==> config.mk <==
export PLATFORM = sky130hd
export DESIGN_NAME = flash_busy_status
export DESIGN_NICKNAME = d
export VERILOG_FILES = /design/src/rtl/flash_stat_pkg.sv /design/src/rtl/flash_start_dec.sv /design/src/rtl/flash_erase_timer.sv /design/src/rtl/flash_status_word.sv /design/src/rtl/flash_busy_status.sv
export SDC_FILE = /design/constraint.sdc
export NUM_CORES = 1
export LEC_CHECK = 0
export BUFFER_PORTS_ARGS = -buffer_cell sky130_fd_sc_hd__buf_2
export CAP_MARGIN = 20
export CORE_MARGIN = 5
export CORE_UTILIZATION = 48
export DETAILED_ROUTE_END_ITERATION = 16
export GPL_TIMING_DRIVEN = 0
export PLACE_DENSITY = 0.75
export RECOVER_POWER = 100
export SLEW_MARGIN = 40
export SYNTH_ARGS = -nofsm -noshare
export SYNTH_HDL_FRONTEND = slang
export SYNTH_SLANG_ARGS = --single-unit
==> constraint.sdc <==
create_clock -name clk_i -period 4.59 [get_ports clk_i]
set_clock_uncertainty 0.2 [all_clocks]
set_input_delay 0.6885 -clock clk_i [delete_from_list [all_inputs] [get_ports clk_i]]
set_output_delay 0.6885 -clock clk_i [all_outputs]
set_load 0.02 [all_outputs]
==> src/rtl/flash_stat_pkg.sv <==
package flash_stat_pkg;
  localparam int POLL_BIT = 7;
  localparam int TGL_BIT  = 6;

  typedef logic [7:0] stat_t;

  typedef enum logic [1:0] {
    START_NONE   = 2'd0,
    START_PROG   = 2'd1,
    START_SECTOR = 2'd2,
    START_CHIP   = 2'd3
  } start_e;
endpackage

==> src/rtl/flash_start_dec.sv <==
module flash_start_dec
  import flash_stat_pkg::*;
(
  input  logic   prog_i,
  input  logic   chip_i,
  input  logic   sector_i,
  output start_e kind_o
);
  // chip > sector > program
  always_comb begin
    if (chip_i)        kind_o = START_CHIP;
    else if (sector_i) kind_o = START_SECTOR;
    else if (prog_i)   kind_o = START_PROG;
    else               kind_o = START_NONE;
  end
endmodule

==> src/rtl/flash_erase_timer.sv <==
module flash_erase_timer #(
  parameter int CW = 8
) (
  input  logic          clk_i,
  input  logic          rst_ni,
  input  logic          load_i,
  input  logic [CW-1:0] load_val_i,
  output logic          busy_o,
  output logic          expire_o,
  output logic          done_o
);
  logic [CW-1:0] cnt_q;
  logic          done_q;

  // a reload in the last cycle cancels the expiry
  assign expire_o = (cnt_q == CW'(1)) && !load_i;
  assign busy_o   = (cnt_q != '0);
  assign done_o   = done_q;

  always_ff @(posedge clk_i or negedge rst_ni) begin
    if (!rst_ni) begin
      cnt_q  <= '0;
      done_q <= 1'b0;
    end else begin
      done_q <= expire_o;
      if (load_i)      cnt_q <= load_val_i;
      else if (busy_o) cnt_q <= cnt_q - CW'(1);
    end
  end
endmodule

==> src/rtl/flash_status_word.sv <==
module flash_status_word
  import flash_stat_pkg::*;
(
  input  logic   clk_i,
  input  logic   rst_ni,
  input  start_e kind_i,
  input  logic   prog_bit_i,
  input  logic   expire_i,
  input  logic   rd_i,
  output stat_t  stat_o
);
  stat_t stat_q, stat_d;

  always_comb begin
    stat_d = stat_q;
    unique case (kind_i)
      START_CHIP, START_SECTOR: stat_d[POLL_BIT] = 1'b0;
      START_PROG:               stat_d[POLL_BIT] = ~prog_bit_i;
      default: if (expire_i)    stat_d[POLL_BIT] = ~stat_q[POLL_BIT];
    endcase
    if (rd_i) stat_d[TGL_BIT] = ~stat_q[TGL_BIT];
  end

  always_ff @(posedge clk_i or negedge rst_ni) begin
    if (!rst_ni) stat_q <= '0;
    else         stat_q <= stat_d;
  end

  assign stat_o = stat_q;
endmodule

==> src/rtl/flash_busy_status.sv <==
module flash_busy_status
  import flash_stat_pkg::*;
#(
  parameter int SECTOR_ERASE_CYCLES = 20,
  parameter int CHIP_ERASE_CYCLES   = 10 * SECTOR_ERASE_CYCLES
) (
  input  logic       clk_i,
  input  logic       rst_ni,
  input  logic       prog_start_i,
  input  logic [7:0] prog_data_i,
  input  logic       chip_erase_i,
  input  logic       sector_erase_i,
  input  logic       status_rd_i,
  output logic [7:0] status_o,
  output logic       busy_o,
  output logic       erase_done_o
);
  localparam int MAXC = (CHIP_ERASE_CYCLES > SECTOR_ERASE_CYCLES) ?
                        CHIP_ERASE_CYCLES : SECTOR_ERASE_CYCLES;
  localparam int CW   = $clog2(MAXC + 1);

  start_e        kind;
  logic          load;
  logic [CW-1:0] load_val;
  logic          expire;

  flash_start_dec u_dec (
    .prog_i   (prog_start_i),
    .chip_i   (chip_erase_i),
    .sector_i (sector_erase_i),
    .kind_o   (kind)
  );

  assign load     = (kind == START_CHIP) || (kind == START_SECTOR);
  assign load_val = (kind == START_CHIP) ? CW'(CHIP_ERASE_CYCLES) : CW'(SECTOR_ERASE_CYCLES);

  flash_erase_timer #(.CW(CW)) u_tmr (
    .clk_i      (clk_i),
    .rst_ni     (rst_ni),
    .load_i     (load),
    .load_val_i (load_val),
    .busy_o     (busy_o),
    .expire_o   (expire),
    .done_o     (erase_done_o)
  );

  flash_status_word u_stat (
    .clk_i      (clk_i),
    .rst_ni     (rst_ni),
    .kind_i     (kind),
    .prog_bit_i (prog_data_i[7]),
    .expire_i   (expire),
    .rd_i       (status_rd_i),
    .stat_o     (status_o)
  );
endmodule

==> results of run 1 <==
-- final cells by class --
cell class,instances,share of cell area
clock buffers,4,0.0338
repair buffers,9,0.0498
well taps,15,0.0241
multi-input cells,52,0.447
flip-flops and latches,11,0.354
plain buffers,9,0.0723
inverters,4,0.0193
-- cells in the mapped netlist, drive strengths merged (2+ instances only) --
master / count / area share
nand2: 4 / 0.022
nor3b: 2 / 0.022
nand2b: 2 / 0.018
a21oi: 4 / 0.029
or4: 2 / 0.022
o21ai: 2 / 0.014
xor2: 3 / 0.038
a311o: 2 / 0.029
nor2: 2 / 0.011
buf: 8 / 0.078
dfrtp: 11 / 0.40
nor4: 2 / 0.040
inv: 4 / 0.022
nor3: 4 / 0.029
ha: 3 / 0.054
-- per-stage QoR --
stage | util | setup slack (ns) | instance area [µm²] | hold WS (ns) | total power, mW
detailed placement | 0.581 | 2.15 | 774 | 0.256 | 0.183
CTS | 0.600 | 1.83 | 801 | 0.0697 | 0.252
floorplan | - | 2.45 | 711 | 0.193 | 0.165
global placement | 0.581 | 2.11 | 774 | 0.252 | 0.181
global route | 0.583 | 1.40 | 778 | 0.225 | 0.262
finish | 0.583 | 1.52 | 778 | 0.183 | 0.246
-- registers in the layout (all words and copies together), names as in the netlist --
| register | count |
|---|---|
| u_tmr.cnt_q | 8 |
| u_stat.stat_o | 2 |
| u_tmr.done_o | 1 |
-- cell usage in the layout, fill, tap and decap left out --
master     instances
o31ai_1            1
or3b_2             1
buf_2              4
nor3_1             4
conb_1             6
dfrtp_1           11
xor2_1             3
a21oi_1            4
buf_4              6
o311a_1            1
clkbuf_4           3
nor4_1             2
ha_1               3
o2bb2ai_1          1
and3_1             1
nand2_1            4
a311o_1            2
or4_1              2
o21ai_0            2
mux2i_1            1
clkbuf_1           8
o31a_1             1
nand3_1            1
nor2_1             2
nor3b_1            2
a21o_1             1
nand2b_1           2
buf_1              1
inv_1              4
or3_2              1
o2111a_1           1
a2111oi_0          1
a211oi_1           1
and2_1             1
-- cell families after synthesis --
kind of cell	share of synthesized area
AND/OR/NAND/NOR	0.212
AO/OA/AOI/OAI	0.174
buffers and inverters	0.105
flip-flops	0.398
adder cells (fa/ha/maj)	0.0543
XOR/XNOR	0.0380
other	0.00542
multiplexers	0.0145
-- worst max-delay path: stages, from the launching register on --
cell,delay [ns]
dfrtp_1,0.42
nor4_1,1.02
nand2_1,0.22
clkbuf_1,0.24
-- how the worst max path moves through the flow --
stage,to,cells past startpoint
after floorplan,busy_o,4
after global placement,busy_o,5
after detailed placement,busy_o,5
after CTS,busy_o,5
after global routing,busy_o,3
final,busy_o,3
-- metal layers --
layer,share of wire,vias up
li1,-,282
met1,0.44,269
met2,0.45,30
met3,0.094,4
met4,0.019,0
met5,0,-
-- where the power goes --
group,internal (mW),leakage [nW],switching [mW]
Combinational,0.0232,0.203,0.0363
Clock,0.0337,0.0150,0.0351
Sequential,0.108,0.136,0.0102
==> summary.md, run 1 <==
| Metric | Value |
|---|---|
| Area Growth Syn to Fin | 12.5% |
| Initial core utilization | 0.519 |
| Fill cells | between 100 and 150 |
| Initial drt markers | 28 |
| Most used DFF post-synth | dfrtp_1 |
| RePlAce Congestion | slightly below 0.9 |
| DRC Markers | 0 |
| Clock Pin Slew Worst Setup and Hold Paths | 0.08 ns |
| Post-cts gate resize count | 0 |
| Distinct cells, synth | 34 |
| Area of the multi-input gates | roughly 350 µm² |
| CTS Buffer Depth | 2 |
| GRT met2 Usage | 0.230 |
| Max-Cap Viols | 0 |
| Antenna viol nets, final | 0 |
| CTS tree | yes |
| FMAX | approximately 330 MHz |
| Clock Tree Root | clkbuf_4 |
| Initial antenna violation count | 0 |
| WL per Instance | between 10 and 15 µm |
| Max Slew Vio Count | 0 |
| Ys Warns | 0 |
| Worst Reg-to-Reg Cells | 3 |
| VDD IR-drop max | between 0.15 and 0.2 mV |
| Die Y | roughly 48 µm |
| First-pass GRT wire length | between 2000 and 2500 µm |
| Crit path launch type | flop |
| Ys async rst share | 1.00 |
| Hold Path Class | primary input to asynchronous set/reset pin |
| R2R Setup Slk | approximately 2.2 ns |
| Rows | 13 |
| Post-cts hold buffer count | 0 |
| Setup Fix Bufs, Post-CTS | 0 |
| Clock Latency Late Sink | approximately 0.28 ns |
| Kind of critical path | flop to output pin |
| CP Data Arrival Time | roughly 2.2 ns |
| Final Hold Fails | 0 |
| RR Startpoint | u_tmr.cnt_q[4] |
| Worst reg2reg endpoint | u_tmr.cnt_q[1] |
| Grt ovf | 0 |
| CTS sink cnt | 11 |
| CP Launch Point | u_tmr.cnt_q[4] |
| Crit end category | output pin |
| Period Utilization, post-route | 0.669 |
| Share of layout cells above drive strength 1 | 0.169 |
| Slew headroom | 0.179 |
| Pre-Repair DR Iteration Count | 4 |
| Reg area | 275 µm² |
| Sum Neg Setup Slack | 0 ns |
| PD cells | ~320 mW/mm² |
| Total CTS buffers | 3 |
| Grt peak-use layer | met2 |
| Sequential area share after synthesis | 0.398 |
| Vias/cell | about 5.6 |
| Leak Pwr | approximately 0.35 nW |
| Vias in the first global route | between 500 and 600 |
| Avg Inst Size Synth | 9.75 µm² |
| Placed Cells incl. Taps | 100 |
| Dpl hpwl | between 900 and 1000 µm |
| I/O pins | 24 |
| Met3 Track Usage GR | 0.0338 |
| Setup violations, final | 0 |
| Outcome | finished clean |
| Critical Path Fanout Max | 8 |
| Met1 Use GR | 0.181 |
| # nets final | approximately 110 |
| Die area | around 0.0023 mm² |
| Antenna diodes | 0 |
| Core Box Area | 0.00133 mm² |
| Mapped cell area | a little under 700 µm² |
| Post-synth EDFFs | 0 |
| Die W | ~48 µm |
| Tmin final | between 3 and 4 ns |
| Detailed-route wire length | between 1000 and 1500 µm |
| PortBufs | 9 |
| Synth Register Bits | 11 |
| Largest net degree at the start of global routing | 12 |
| Total track usage | 0.145 |
| Post-Syn Instances | between 70 and 80 |
| Max H-tree Level | 1 |
| Vias | between 500 and 600 |
| RSZ-0062 raised after global routing | no |
| Worst Path Required | 3.70 ns |
| Post-Layout Cell Count | approximately 100 |
| Worst slew pin tran | approximately 1.2 ns |
(Power assumes the default switching activity.)
==> run 2, diff against run 1 <==
--- a/config.mk
+++ b/config.mk
@@ -8,10 +8,10 @@
 export BUFFER_PORTS_ARGS = -buffer_cell sky130_fd_sc_hd__buf_2
 export CAP_MARGIN = 20
 export CORE_MARGIN = 5
-export CORE_UTILIZATION = 48
+export CORE_UTILIZATION = 43
 export DETAILED_ROUTE_END_ITERATION = 16
 export GPL_TIMING_DRIVEN = 0
-export PLACE_DENSITY = 0.75
+export PLACE_DENSITY = 0.71
 export RECOVER_POWER = 100
 export SLEW_MARGIN = 40
 export SYNTH_ARGS = -nofsm -noshare
==> constraint.sdc (replaced) <==
create_clock -name clk_i -period 2.49 [get_ports clk_i]
set_clock_uncertainty 0.2 [all_clocks]
set_input_delay 0.3735 -clock clk_i [delete_from_list [all_inputs] [get_ports clk_i]]
set_output_delay 0.3735 -clock clk_i [all_outputs]
set_load 0.02 [all_outputs]
==> summary.md, run 2 (same netlist as run 1, synthesis figures left out) <==
| Metric | Value |
|---|---|
| Outcome | finished clean |
| CP Data Arrival Time | 1.79 ns (-0.39 ns) |
| Worst slew pin tran | 0.710 ns (-0.511 ns) |
| Die W | 50.1 µm (+4.5%) |
| Setup violations, final | 0 (unchanged) |
| Grt ovf | 0 (unchanged) |
| Post-Layout Cell Count | 106 (+1.9%) |
| Sum Neg Setup Slack | 0 ns (unchanged) |
| Largest Register | u_tmr.cnt_q |
| Area of the multi-input gates | 359 µm² (+3.2%) |
| Kind of critical path | flop to output pin |
| Max Slew Vio Count | 0 (unchanged) |
| Reg area | 275 µm² (unchanged) |
| RSZ-0062 raised after global routing | no |
| Leak Pwr | 0.366 nW (+3.4%) |
| Clock Tree Root | clkbuf_4 |
| Core Box Area | 0.00152 mm² (+14%) |
| First-pass GRT wire length | 2460 µm (+5.6%) |
| FMAX | between 400 and 500 MHz |
| Max-Cap Viols | 0 (unchanged) |
| Die Y | 50.1 µm (+4.5%) |
| CTS sink cnt | 11 (unchanged) |
| Setup Fix Bufs, Post-CTS | 0 (unchanged) |
| Rows | 14 (+1) |
| Worst Reg-to-Reg Cells | 3 (unchanged) |
| VDD IR-drop max | 0.354 mV (+94%) |
| Pre-Repair DR Iteration Count | 4 (unchanged) |
| CTS Buffer Depth | 2 (unchanged) |
| Detailed-route wire length | 1450 µm (+4.1%) |
| CTS tree | yes |
| Vias in the first global route | 560 (+1.1%) |
| Clock Pin Slew Worst Setup and Hold Paths | 0.08 ns (about the same) |
| Largest net degree at the start of global routing | 12 (unchanged) |
| PD cells | 568 mW/mm² (+80%) |
| Commonest non-fill, non-tap cell in the layout | dfrtp_1 |
| Worst Path Required | 1.92 ns (-1.78 ns) |
| Antenna viol nets, final | 0 (unchanged) |
| Total CTS buffers | 3 (unchanged) |
| Slew headroom | 0.523 (+0.344) |
| Hold Path Stages | 2 |
| CP max stage delay | 0.68 ns (-0.34 ns) |
| Share of layout cells above drive strength 1 | 0.211 (+0.0426) |
| Vias/cell | 5.44 (-3.2%) |
| Tmin final | 2.36 ns |
| Final Hold Fails | 0 (unchanged) |
| Clock Latency Late Sink | 0.27 ns (about the same) |
| Most frequent cells in the layout | 11 x dfrtp_1, 6 x clkbuf_1, 6 x buf_4, 6 x conb_1 |
| Post-route cell area | 803 µm² (+3.2%) |
| Crit path launch type | flop |
| Period Utilization, post-route | 0.947 |
| WL per Instance | 13.6 µm (+2.1%) |
| Critical Path Fanout Max | 8 (unchanged) |
| Antenna diodes | 0 (unchanged) |
| Pre-CTS setup slack | 0.229 ns (-1.92 ns) |
| Area Growth Syn to Fin | 16.1% |
| Initial drt markers | 20 (-29%) |
| PortBufs | 9 (unchanged) |
| Total track usage | 0.127 (-0.0183) |
| Die area | 0.00251 mm² (+9.2%) |
| Fill cells | 141 (+4.4%) |
| RePlAce Congestion | 0.789 (-11%) |
| Final Worst Setup Slack | 0.131 ns (-1.39 ns) |
| # nets final | 108 (+0.93%) |
| Critical-path cell list | nor4_2, nand2_1, clkbuf_2 |
| Hold Path Class | primary input to flop |
| I/O pins | 24 (unchanged) |
| DRC Markers | 0 (unchanged) |
| Crit end category | output pin |
| Max reg flops | 8 (unchanged) |
| Initial core utilization | 0.454 (-0.0647) |
| Max H-tree Level | 1 (unchanged) |
| Critical-path top delay cell | nor4_2 |
| Placed Cells incl. Taps | 101 (+1.0%) |
| Area after DPL | 776 µm² (+0.16%) |
| Dpl hpwl | 1090 µm (+9.0%) |
| Initial antenna violation count | 0 (unchanged) |
| Vias | 577 (-1.4%) |
[run 2: worst paths after layout]
kind	slack, ns	endpoint	start
worst max register to register	0.37	u_tmr.cnt_q[1]	u_tmr.cnt_q[5]
min in group asynchronous	0.41	u_stat.stat_o[7]	rst_ni
worst min register to register	0.27	u_stat.stat_o[6]	u_stat.stat_o[6]
max in group asynchronous	1.29	u_tmr.cnt_q[4]	rst_ni
worst min-delay path	0.07	u_stat.stat_o[6]	status_rd_i
worst max-delay path	0.13	busy_o	u_tmr.cnt_q[5]
[run 2: final cells by class]
| cell class | instances | area share |
|---|---|---|
| multi-input cells | 52 | 0.447 |
| inverters | 4 | 0.0187 |
| repair buffers | 10 | 0.0623 |
| flip-flops and latches | 11 | 0.343 |
| clock inverters | 1 | 0.00623 |
| plain buffers | 9 | 0.0701 |
| well taps | 16 | 0.0249 |
| clock buffers | 3 | 0.0280 |
[run 2: per-stage QoR]
step	hold WS (ns)	total power, mW	utilization
after global routing	0.0614	0.491	0.527
after floorplan	-0.122	0.304	-
after CTS	0.0708	0.464	0.534
after detailed placement	0.0618	0.337	0.509
after global placement	0.0570	0.334	0.509
final	0.0719	0.457	0.527
[run 2: what timing repair did]
item                                    CTS  global route
endpoints found under the setup margin    0             2
hold buffers                              1             0
hold endpoints to repair                 11             0
gates resized for setup                   0             1
[run 2: per-layer routing]
metal	GRT usage	wire [µm]	part of all wire	vias up
li1	-	-	-	283
met3	0.0271	84	0.058	2
met5	0	0	0	-
met2	0.213	733	0.51	21
met1	0.155	620	0.43	271
met4	0.0524	6	0.0042	0
[run 2: worst max-delay path, delay by kind of cell, from the launching register on]
kind / cells / cell delay, ns
simple gates: 2 / 0.88
flops: 1 / 0.43
buf+inv: 1 / 0.21
[run 2: where the power goes]
group,internal [mW],switching (mW)
Clock,0.0595,0.0664
Sequential,0.198,0.0212
Combinational,0.0446,0.0665
